===== config.mk =====
export PLATFORM = sky130hd
export DESIGN_NAME = avx_xpoint_ctrl
export DESIGN_NICKNAME = d
export VERILOG_FILES = /design/src/rtl/avx_pkg.sv /design/src/rtl/avx_bus_edges.sv /design/src/rtl/avx_i2c_fsm.sv /design/src/rtl/avx_ctrl_regs.sv /design/src/rtl/avx_route_decode.sv /design/src/rtl/avx_xpoint_ctrl.sv
export SDC_FILE = /design/constraint.sdc
export NUM_CORES = 1
export LEC_CHECK = 0
export BUFFER_PORTS_ARGS = -buffer_cell sky130_fd_sc_hd__buf_2
export CORE_AREA = 2 2 85 87
export CTS_CLUSTER_SIZE = 16
export DETAILED_ROUTE_END_ITERATION = 10
export DIE_AREA = 0 0 87 89
export SLEW_MARGIN = 40
export SYNTH_ARGS = -nofsm -noshare
export SYNTH_HDL_FRONTEND = slang
export SYNTH_HIERARCHICAL = 1
export SYNTH_SLANG_ARGS = --single-unit

===== constraint.sdc =====
create_clock -name clk -period 2.2 [get_ports clk]
set_input_delay 0.44 -clock clk [delete_from_list [all_inputs] [get_ports clk]]
set_output_delay 0.44 -clock clk [all_outputs]
set_load 0.05 [all_outputs]

===== src/rtl/avx_pkg.sv =====
package avx_pkg;
    localparam int BYTE_W   = 8;
    localparam int NUM_CTRL = 2;
    localparam int SRC_W    = 3;
    localparam int STRAP_W  = 4;
    localparam int CNT_W    = $clog2(BYTE_W + 1);
    localparam int IDX_W    = $clog2(NUM_CTRL + 1);
    localparam int SRC_MAX  = 5;

    typedef enum logic [2:0] {
        ST_IDLE,
        ST_ADDR,
        ST_ADDR_ACK,
        ST_WR_BYTE,
        ST_WR_ACK,
        ST_RD_BYTE,
        ST_RD_ACK,
        ST_SKIP
    } fsm_st_t;

    function automatic logic [SRC_W-1:0] map_src(input logic [2:0] code);
        return (int'(code) > SRC_MAX) ? '0 : code;
    endfunction

    function automatic logic mix_of(input logic [3:0] vcode);
        return vcode[3] && (vcode[2:1] == 2'b01);
    endfunction
endpackage


===== src/rtl/avx_bus_edges.sv =====
module avx_bus_edges (
    input  logic clk,
    input  logic rst_n,
    input  logic scl_i,
    input  logic sda_i,
    output logic scl_rise_o,
    output logic scl_fall_o,
    output logic start_o,
    output logic stop_o
);
    logic scl_q, sda_q;

    always_ff @(posedge clk or negedge rst_n) begin
        if (!rst_n) begin
            scl_q <= 1'b1;
            sda_q <= 1'b1;
        end else begin
            scl_q <= scl_i;
            sda_q <= sda_i;
        end
    end

    assign scl_rise_o = scl_i & ~scl_q;
    assign scl_fall_o = ~scl_i & scl_q;
    assign start_o    = scl_i & scl_q & sda_q & ~sda_i;
    assign stop_o     = scl_i & scl_q & ~sda_q & sda_i;
endmodule


===== src/rtl/avx_i2c_fsm.sv =====
module avx_i2c_fsm
    import avx_pkg::*;
(
    input  logic                     clk,
    input  logic                     rst_n,
    input  logic                     sda_i,
    input  logic                     scl_rise_i,
    input  logic                     scl_fall_i,
    input  logic                     start_i,
    input  logic                     stop_i,
    input  logic [6:0]               dev_addr_i,
    input  logic [BYTE_W-1:0]        status_i,
    output logic [NUM_CTRL-1:0]      wr_stb_o,
    output logic [BYTE_W-1:0]        wr_data_o,
    output logic                     rd_begin_o,
    output logic                     sda_oe_o,
    output fsm_st_t                  st_o
);
    fsm_st_t           state;
    logic [CNT_W-1:0]  cnt;
    logic [BYTE_W-1:0] rx_sh;
    logic [BYTE_W-1:0] tx_sh;
    logic              rw_q;
    logic [IDX_W-1:0]  idx;

    localparam logic [CNT_W-1:0] LAST_BIT = CNT_W'(BYTE_W);
    localparam logic [IDX_W-1:0] IDX_END  = IDX_W'(NUM_CTRL);

    always_ff @(posedge clk or negedge rst_n) begin
        if (!rst_n) begin
            state      <= ST_IDLE;
            cnt        <= '0;
            rx_sh      <= '0;
            tx_sh      <= '0;
            rw_q       <= 1'b0;
            idx        <= '0;
            wr_stb_o   <= '0;
            wr_data_o  <= '0;
            rd_begin_o <= 1'b0;
        end else begin
            wr_stb_o   <= '0;
            rd_begin_o <= 1'b0;
            if (start_i) begin
                state <= ST_ADDR;
                cnt   <= '0;
            end else if (stop_i) begin
                state <= ST_IDLE;
            end else begin
                unique case (state)
                    ST_IDLE, ST_SKIP: begin
                    end
                    ST_ADDR: begin
                        if (scl_rise_i) begin
                            rx_sh <= {rx_sh[BYTE_W-2:0], sda_i};
                            cnt   <= cnt + 1'b1;
                        end else if (scl_fall_i && cnt == LAST_BIT) begin
                            if (rx_sh[BYTE_W-1:1] == dev_addr_i) begin
                                state <= ST_ADDR_ACK;
                                rw_q  <= rx_sh[0];
                                if (rx_sh[0]) begin
                                    tx_sh      <= status_i;
                                    rd_begin_o <= 1'b1;
                                end
                            end else begin
                                state <= ST_SKIP;
                            end
                        end
                    end
                    ST_ADDR_ACK: begin
                        if (scl_fall_i) begin
                            cnt   <= '0;
                            idx   <= '0;
                            state <= rw_q ? ST_RD_BYTE : ST_WR_BYTE;
                        end
                    end
                    ST_WR_BYTE: begin
                        if (scl_rise_i) begin
                            rx_sh <= {rx_sh[BYTE_W-2:0], sda_i};
                            cnt   <= cnt + 1'b1;
                        end else if (scl_fall_i && cnt == LAST_BIT) begin
                            if (idx != IDX_END) begin
                                wr_stb_o[idx] <= 1'b1;
                                wr_data_o     <= rx_sh;
                                idx           <= idx + 1'b1;
                            end
                            state <= ST_WR_ACK;
                        end
                    end
                    ST_WR_ACK: begin
                        if (scl_fall_i) begin
                            cnt   <= '0;
                            state <= ST_WR_BYTE;
                        end
                    end
                    ST_RD_BYTE: begin
                        if (scl_rise_i) begin
                            cnt <= cnt + 1'b1;
                        end else if (scl_fall_i) begin
                            if (cnt == LAST_BIT) state <= ST_RD_ACK;
                            else                 tx_sh <= {tx_sh[BYTE_W-2:0], 1'b0};
                        end
                    end
                    ST_RD_ACK: begin
                        if (scl_rise_i && sda_i) begin
                            state <= ST_SKIP;
                        end else if (scl_fall_i) begin
                            cnt   <= '0;
                            tx_sh <= status_i;
                            state <= ST_RD_BYTE;
                        end
                    end
                    default: state <= ST_IDLE;
                endcase
            end
        end
    end

    always_comb begin
        st_o     = state;
        sda_oe_o = 1'b0;
        unique case (state)
            ST_ADDR_ACK, ST_WR_ACK: sda_oe_o = 1'b1;
            ST_RD_BYTE:             sda_oe_o = ~tx_sh[BYTE_W-1];
            default:                sda_oe_o = 1'b0;
        endcase
    end
endmodule


===== src/rtl/avx_ctrl_regs.sv =====
module avx_ctrl_regs
    import avx_pkg::*;
(
    input  logic                             clk,
    input  logic                             rst_n,
    input  logic [NUM_CTRL-1:0]              wr_stb_i,
    input  logic [BYTE_W-1:0]                wr_data_i,
    input  logic                             rd_begin_i,
    output logic [NUM_CTRL-1:0][BYTE_W-1:0]  ctrl_o,
    output logic                             pon_o
);
    for (genvar g = 0; g < NUM_CTRL; g++) begin : g_reg
        always_ff @(posedge clk or negedge rst_n) begin
            if (!rst_n)          ctrl_o[g] <= '0;
            else if (wr_stb_i[g]) ctrl_o[g] <= wr_data_i;
        end
    end

    always_ff @(posedge clk or negedge rst_n) begin
        if (!rst_n)          pon_o <= 1'b1;
        else if (rd_begin_i) pon_o <= 1'b0;
    end
endmodule


===== src/rtl/avx_route_decode.sv =====
module avx_route_decode
    import avx_pkg::*;
(
    input  logic [NUM_CTRL-1:0][BYTE_W-1:0] ctrl_i,
    input  logic                            mute_i,
    output logic [NUM_CTRL-1:0][SRC_W-1:0]  vsrc_o,
    output logic [NUM_CTRL-1:0]             vmix_o,
    output logic [NUM_CTRL-1:0][SRC_W-1:0]  asrc_o,
    output logic [1:0]                      yc1_o,
    output logic                            gain1_o
);
    for (genvar g = 0; g < NUM_CTRL; g++) begin : g_out
        always_comb begin
            vsrc_o[g] = map_src(ctrl_i[g][5:3]);
            vmix_o[g] = mix_of(ctrl_i[g][6:3]);
            asrc_o[g] = mute_i ? '0 : map_src(ctrl_i[g][2:0]);
        end
    end

    always_comb begin
        if (vsrc_o[0] == '0)  yc1_o = 2'd0;
        else if (vmix_o[0])   yc1_o = {1'b1, ctrl_i[0][3]};
        else                  yc1_o = 2'd1;
        gain1_o = ctrl_i[0][7];
    end
endmodule


===== src/rtl/avx_xpoint_ctrl.sv =====
module avx_xpoint_ctrl
    import avx_pkg::*;
#(
    parameter logic [6:0] DEV_ADDR = 7'h48
) (
    input  logic               clk,
    input  logic               rst_n,
    input  logic               scl_i,
    input  logic               sda_i,
    output logic               sda_oe_o,
    input  logic               addr_sel_i,
    input  logic               mute_i,
    input  logic [STRAP_W-1:0] strap_i,
    output logic [SRC_W-1:0]   vout1_src_o,
    output logic               vout1_mix_o,
    output logic [1:0]         yc1_sel_o,
    output logic [SRC_W-1:0]   vout2_src_o,
    output logic               vout2_mix_o,
    output logic [SRC_W-1:0]   aout1_src_o,
    output logic [SRC_W-1:0]   aout2_src_o,
    output logic               aout1_gain_o
);
    logic scl_rise_w, scl_fall_w, start_w, stop_w;
    logic [NUM_CTRL-1:0]              wr_stb_w;
    logic [BYTE_W-1:0]                wr_data_w;
    logic                             rd_begin_w;
    logic                             pon_w;
    fsm_st_t                          st_w;
    logic [NUM_CTRL-1:0][BYTE_W-1:0]  ctrl_w;
    logic [NUM_CTRL-1:0][SRC_W-1:0]   vsrc_w, asrc_w;
    logic [NUM_CTRL-1:0]              vmix_w;
    logic [6:0]                       dev_addr_w;
    logic [BYTE_W-1:0]                status_w;

    assign dev_addr_w = {DEV_ADDR[6:1], addr_sel_i};
    assign status_w   = {pon_w, strap_i, {(BYTE_W-1-STRAP_W){1'b0}}};

    avx_bus_edges u_edges (
        .clk(clk), .rst_n(rst_n), .scl_i(scl_i), .sda_i(sda_i),
        .scl_rise_o(scl_rise_w), .scl_fall_o(scl_fall_w),
        .start_o(start_w), .stop_o(stop_w)
    );

    avx_i2c_fsm u_fsm (
        .clk(clk), .rst_n(rst_n), .sda_i(sda_i),
        .scl_rise_i(scl_rise_w), .scl_fall_i(scl_fall_w),
        .start_i(start_w), .stop_i(stop_w),
        .dev_addr_i(dev_addr_w), .status_i(status_w),
        .wr_stb_o(wr_stb_w), .wr_data_o(wr_data_w),
        .rd_begin_o(rd_begin_w), .sda_oe_o(sda_oe_o), .st_o(st_w)
    );

    avx_ctrl_regs u_regs (
        .clk(clk), .rst_n(rst_n), .wr_stb_i(wr_stb_w), .wr_data_i(wr_data_w),
        .rd_begin_i(rd_begin_w), .ctrl_o(ctrl_w), .pon_o(pon_w)
    );

    avx_route_decode u_dec (
        .ctrl_i(ctrl_w), .mute_i(mute_i), .vsrc_o(vsrc_w), .vmix_o(vmix_w),
        .asrc_o(asrc_w), .yc1_o(yc1_sel_o), .gain1_o(aout1_gain_o)
    );

    assign vout1_src_o = vsrc_w[0];
    assign vout2_src_o = vsrc_w[1];
    assign vout1_mix_o = vmix_w[0];
    assign vout2_mix_o = vmix_w[1];
    assign aout1_src_o = asrc_w[0];
    assign aout2_src_o = asrc_w[1];
endmodule


Yosys cells after proc, flatten, opt, wreduce, memory -nomap -nowiden
Cells that the tools add are included.

storage, ports and cells
  memory bits (read-only) = 0
  bits in latches = 0
  memories = 0
  register bits = 55
  output and inout port bits = 18
  bits of input ports = 10
  memory bits (writable) = 0
  word-level logic and storage cells = 155

operators by class
  divide/modulo/power cells = 0
  add/subtract/negate cells = 2
  bitwise logic cells = 15
  muxes and demuxes = 61
  reduce and logical (&&, ||, !) cells = 20
  eq/ne operators = 37
  multiply operators = 0
  shifts and indexed selects = 0
  $lt $le $gt $ge = 6

operators with widths
  cell                                                                   number
  8-bit 2-to-1 mux                                                       9
  3-bit 2-to-1 mux                                                       21
  2-bit 2-to-1 mux                                                       12
  4-bit by 3-bit != test with 1-bit output, second input constant        6
  8-bit case mux with 3 select lines                                     1
  4-bit 2-to-1 mux                                                       5
  3-bit case mux with 6 select lines                                     1
  2-bit by 1-bit != test with 1-bit output, second input constant        8
  2-bit != test, second input constant                                   7
  3-bit > comparator, second input constant                              4
  4-bit != test, second input constant                                   3
  4-bit case mux with 3 select lines                                     1
  12-bit AND reduction                                                   1
  6-bit AND reduction                                                    2
  11-bit AND reduction                                                   1
  3-bit equality test, second input constant                             3
  1-bit 2-to-1 mux                                                       8
  1-bit inverter                                                         8
  4-bit AND reduction                                                    2
  8-bit nonzero test                                                     1
  1-bit bitwise AND                                                      7
  7-bit equality test                                                    1
  7-bit AND reduction                                                    1
  3-bit by 2-bit equality test with 1-bit output, second input constant  2
  other kinds (20)                                                       26

Depth between registers and ports, before layout
  word-level depth = 10
  gate-level depth with buffers = 8
  mapped depth without buffers = 7

By module
The synthesis kept the hierarchy.

modules (own cells, without submodules)
  module            times used  cells an instance  sequential area each (µm²)  area each (µm²)
  avx_i2c_fsm       1           177                925.9                       2015.7
  avx_ctrl_regs     1           36                 426.7                       695.7
  avx_route_decode  1           21                 0.0                         148.9
  avx_bus_edges     1           6                  52.6                        85.1
  avx_xpoint_ctrl   1           2                  0.0                         7.5

Least setup slack after synthesis
No wires, ideal clock.

  kind = flip-flop to output port
  start = register u_fsm.state[0], in the netlist u_fsm/st_o[0]
  end = output sda_oe_o
  stages on the path, launching flop included = 5
  required time = 1.760 ns
  data arrival time = 1.914 ns
  path buffers = 2
  path slack = -0.154 ns
  path through = dfrtp_1 buf_2 clkbuf_1 nand2b_1 o21ai_0

between the ends
  longest elaborated chain between the ends = 3
  elaborated cells between the ends (all ways) = 5
  those cells by class = 3 x eq/ne; 1 x mux; 1 x reduce/logical

ends and longest elaborated chain
  item                                                                                          RTL line               text
  start: declaration                                                                            avx_i2c_fsm.sv:19      fsm_st_t state;
  start signal: assignment                                                                      avx_i2c_fsm.sv:73      state <= rw_q ? ST_RD_BYTE : ST_WR_BYTE;
  3-bit by 2-bit equality test with 1-bit output / 3-bit equality test (equally long branches)  avx_i2c_fsm.sv:121     unique case (state)
  2-bit OR reduction (no source line)                                                           --
  1-bit case mux with 2 select lines *                                                          avx_i2c_fsm.sv:121
  end: declaration                                                                              avx_xpoint_ctrl.sv:10  output logic sda_oe_o,

Mark *: on every way between the ends. The rest lies on a longest branch, timed or not.

Worst setup path after layout
Same ends and word-level chain as after synthesis.

==> impl_summary.log <==
[metrics] height of the chip: just under 90 microns
[metrics] post-route setup TNS: 0 ns
[metrics] vias per std cell: 5.21
[metrics] Chip Width: 87 microns
[metrics] Leak: around 0.0016 uW
[metrics] clock tree root driver cell: clkbuf_8
[metrics] antenna violations before repair: 0
[metrics] starting density of the core: a little over two fifths
[metrics] Crit-path slowest cell: dfrtp_1
[metrics] routed vias: 1896
[metrics] detailed-routing iteration count for the pre-antenna-repair pass: 4
[metrics] P&R area growth vs syn: 14.1%
[metrics] path class of the lowest-slack min-delay path: input pin to async pin
[metrics] CTS hold repair buffers: 0
[metrics] start point of the critical path: u_fsm/st_o[0]$_DFFE_PN0P_
[metrics] first-pass GRT wire length: around 8600 microns
[metrics] detailed placement HPWL: between 3000 and 4000 microns
[metrics] WL final: roughly 5000 microns
[metrics] Setup Buffers After CTS: 0
[metrics] Max Clock Freq: ~480 MHz
[metrics] Final GP Congestion: 0.802
[metrics] worst clock skew: 0.00993 ns
[metrics] launching point of the worst reg2reg path: u_edges/sda_q$_DFF_PN1_
[metrics] share of layout cells above drive strength 1: 37.7%
[metrics] # nets final: ~300
[metrics] H-tree levels: 2
[metrics] Fin. Hold Viols: 0
[metrics] endpoint arrival time on the critical path: roughly 1.7 ns
[metrics] final number of max-transition violations: 0
[metrics] # diodes: 0
[metrics] clock slew seen by the registers of the worst setup and hold paths: roughly 0.10 ns
[metrics] Core Rows: 30
[metrics] Max rail drop VDD: 0.546 mV
[metrics] count of port buffers added during placement: 27
[metrics] via count of the first global-routing pass: roughly 1800
[metrics] minimum setup slack among reg-to-reg paths: around 0.13 ns
[metrics] Filler Cell Count: 621
[metrics] kind of launch point of the worst setup path: register
[metrics] minimum period implied by the final worst setup slack: around 2.1 ns
[metrics] number of cells after detailed placement: roughly 360
[metrics] area of the core: approximately 6700 sq um
[metrics] power per cell area: just under 1000 nW/um^2
[metrics] Die Footprint: ~7700 sq um
[metrics] total track usage: about 14%
[metrics] TritonCTS clock tree: yes
[metrics] maximum capacitance violations: 0
[metrics] # resized after CTS: 0
[metrics] total global routing overflow: 0
[metrics] Setup crit end kind: output port
[metrics] average instance area after synthesis: 12.1 sq um
[metrics] drt drc: 0
[metrics] register area: around 1400 sq um
[metrics] cell area after synthesis: just under 3000 sq um
[metrics] peak per-stage delay on the critical path: approximately 0.55 ns
[metrics] drt first-iter violations: 62
[metrics] RSZ-0062 raised after global routing: false
[metrics] Synth Instances: 240
[metrics] maximum net fanout on the critical path: 15
[metrics] number of synthesis warnings: 6
[metrics] run status: completed
[metrics] detail-routed net length per standard cell: about 14 microns
[metrics] number of buffers between clock root and the deepest sink: 2
[metrics] final cell count without fillers: approximately 360
[metrics] maximum number of pins on one net before global-route repair: 56
[metrics] critical path cell sequence: buf_4 -> nand2b_1 -> o21ai_1 -> buf_2
[metrics] required time at the endpoint of the critical path: roughly 1.8 ns
[metrics] Post-DRT Antenna Nets: 0
[metrics] clock latency of the later-clocked register in the worst-skew pair: about 0.32 ns
[metrics] count of boundary I/O pins: 28
[metrics] Period Utilization, post-route: between 90% and 100%
[metrics] Reg2Reg Depth: 6
[metrics] Setup Viol. Count Final: 0
[metrics] clock sinks: 55
[metrics] r2r endpoint: u_fsm/tx_sh[6]$_DFFE_PN0P_
[metrics] Crit Path Category: register to output port
[metrics] area of the multi-input gates: ~1500 sq um
[metrics] TritonCTS buffer count: 5
placed cells by master (no fill, tap or decap), types with 6 or more instances in the layout:
cell type and count:
dfrtp_1 52, o21ai_0 7, buf_4 11, nor3b_1 8
nand2_1 6, buf_2 27, mux2_4 15, conb_1 9
xor2_1 6, nor2b_1 7, and2_1 6, mux2_2 32
inv_1 8, nor2_1 10
how the worst max path moves through the flow:
| stage | slack [ns] | to | depth (start not counted) |
|---|---|---|---|
| final | 0.11 | sda_oe_o | 4 |
| after global routing | 0.009 | sda_oe_o | 5 |
| after CTS | 0.09 | sda_oe_o | 4 |
| after detailed placement | 0.008 | u_fsm/tx_sh[6]$_DFFE_PN0P_ | 7 |
| after global placement | 0.06 | u_fsm/tx_sh[5]$_DFFE_PN0P_ | 7 |
| after floorplan | 0.16 | aout1_src_o[0] | 1 |
critical path: cells and delay by family (launching register included):
family | cells | cell delay [ns]
buffers and inverters | 2 | 0.51
flip-flops | 1 | 0.55
AO/OA/AOI/OAI | 1 | 0.13
AND/OR/NAND/NOR | 1 | 0.15
layer usage:
layer | vias to the layer above | part of all wire [%] | global-route usage, %
met4 | 0 | 1.5 | 5.82
met2 | 33 | 48 | 23.9
met1 | 926 | 47 | 18.2
li1 | 930 | - | -
met5 | - | 0 | 0
met3 | 7 | 3.4 | 2.86
sequential cells by signal, summed over array words and instances, names as in the netlist:
| name | flops |
|---|---|
| u_regs/ctrl_o | 15 |
| u_fsm/rx_sh | 8 |
| u_fsm/tx_sh | 8 |
| u_fsm/wr_data_o | 8 |
| u_fsm/cnt | 4 |
| u_fsm/st_o | 3 |
| u_fsm/idx | 2 |
| u_fsm/wr_stb_o | 2 |
| u_edges/scl_q | 1 |
| u_edges/sda_q | 1 |
| u_fsm/rd_begin_o | 1 |
| u_fsm/rw_q | 1 |
| u_regs/pon_o | 1 |
power by group:
| part | internal [uW] | total, uW | switching (uW) |
|---|---|---|---|
| clock | 344 | 682 | 338 |
| combinational | 576 | 1130 | 558 |
| sequential | 1190 | 1390 | 193 |
area by class of cell:
type / count / share of cell area [%]
clock buffers: 6 / 2.18
clock inverters: 2 / 1.17
inverters: 8 / 0.903
multi-input cells: 174 / 44.1
flip-flops and latches: 55 / 41.5
well taps: 80 / 3.01
repair buffers: 39 / 7.15
per-stage QoR:
step	hold WS (ns)	worst slack, ns	total power [uW]	cell area [sq um]	utilization [%]
floorplan	0.144	0.161	2280	2940	-
global placement	0.359	0.0562	2520	3210	47.8
detailed placement	0.365	0.00838	2550	3210	47.8
CTS	0.108	0.0919	3250	3320	49.5
global route	0.0992	0.00922	3450	3320	49.5
finish	0.0926	0.111	3200	3320	49.5
Note: power is estimated with default switching activity, not from simulation.
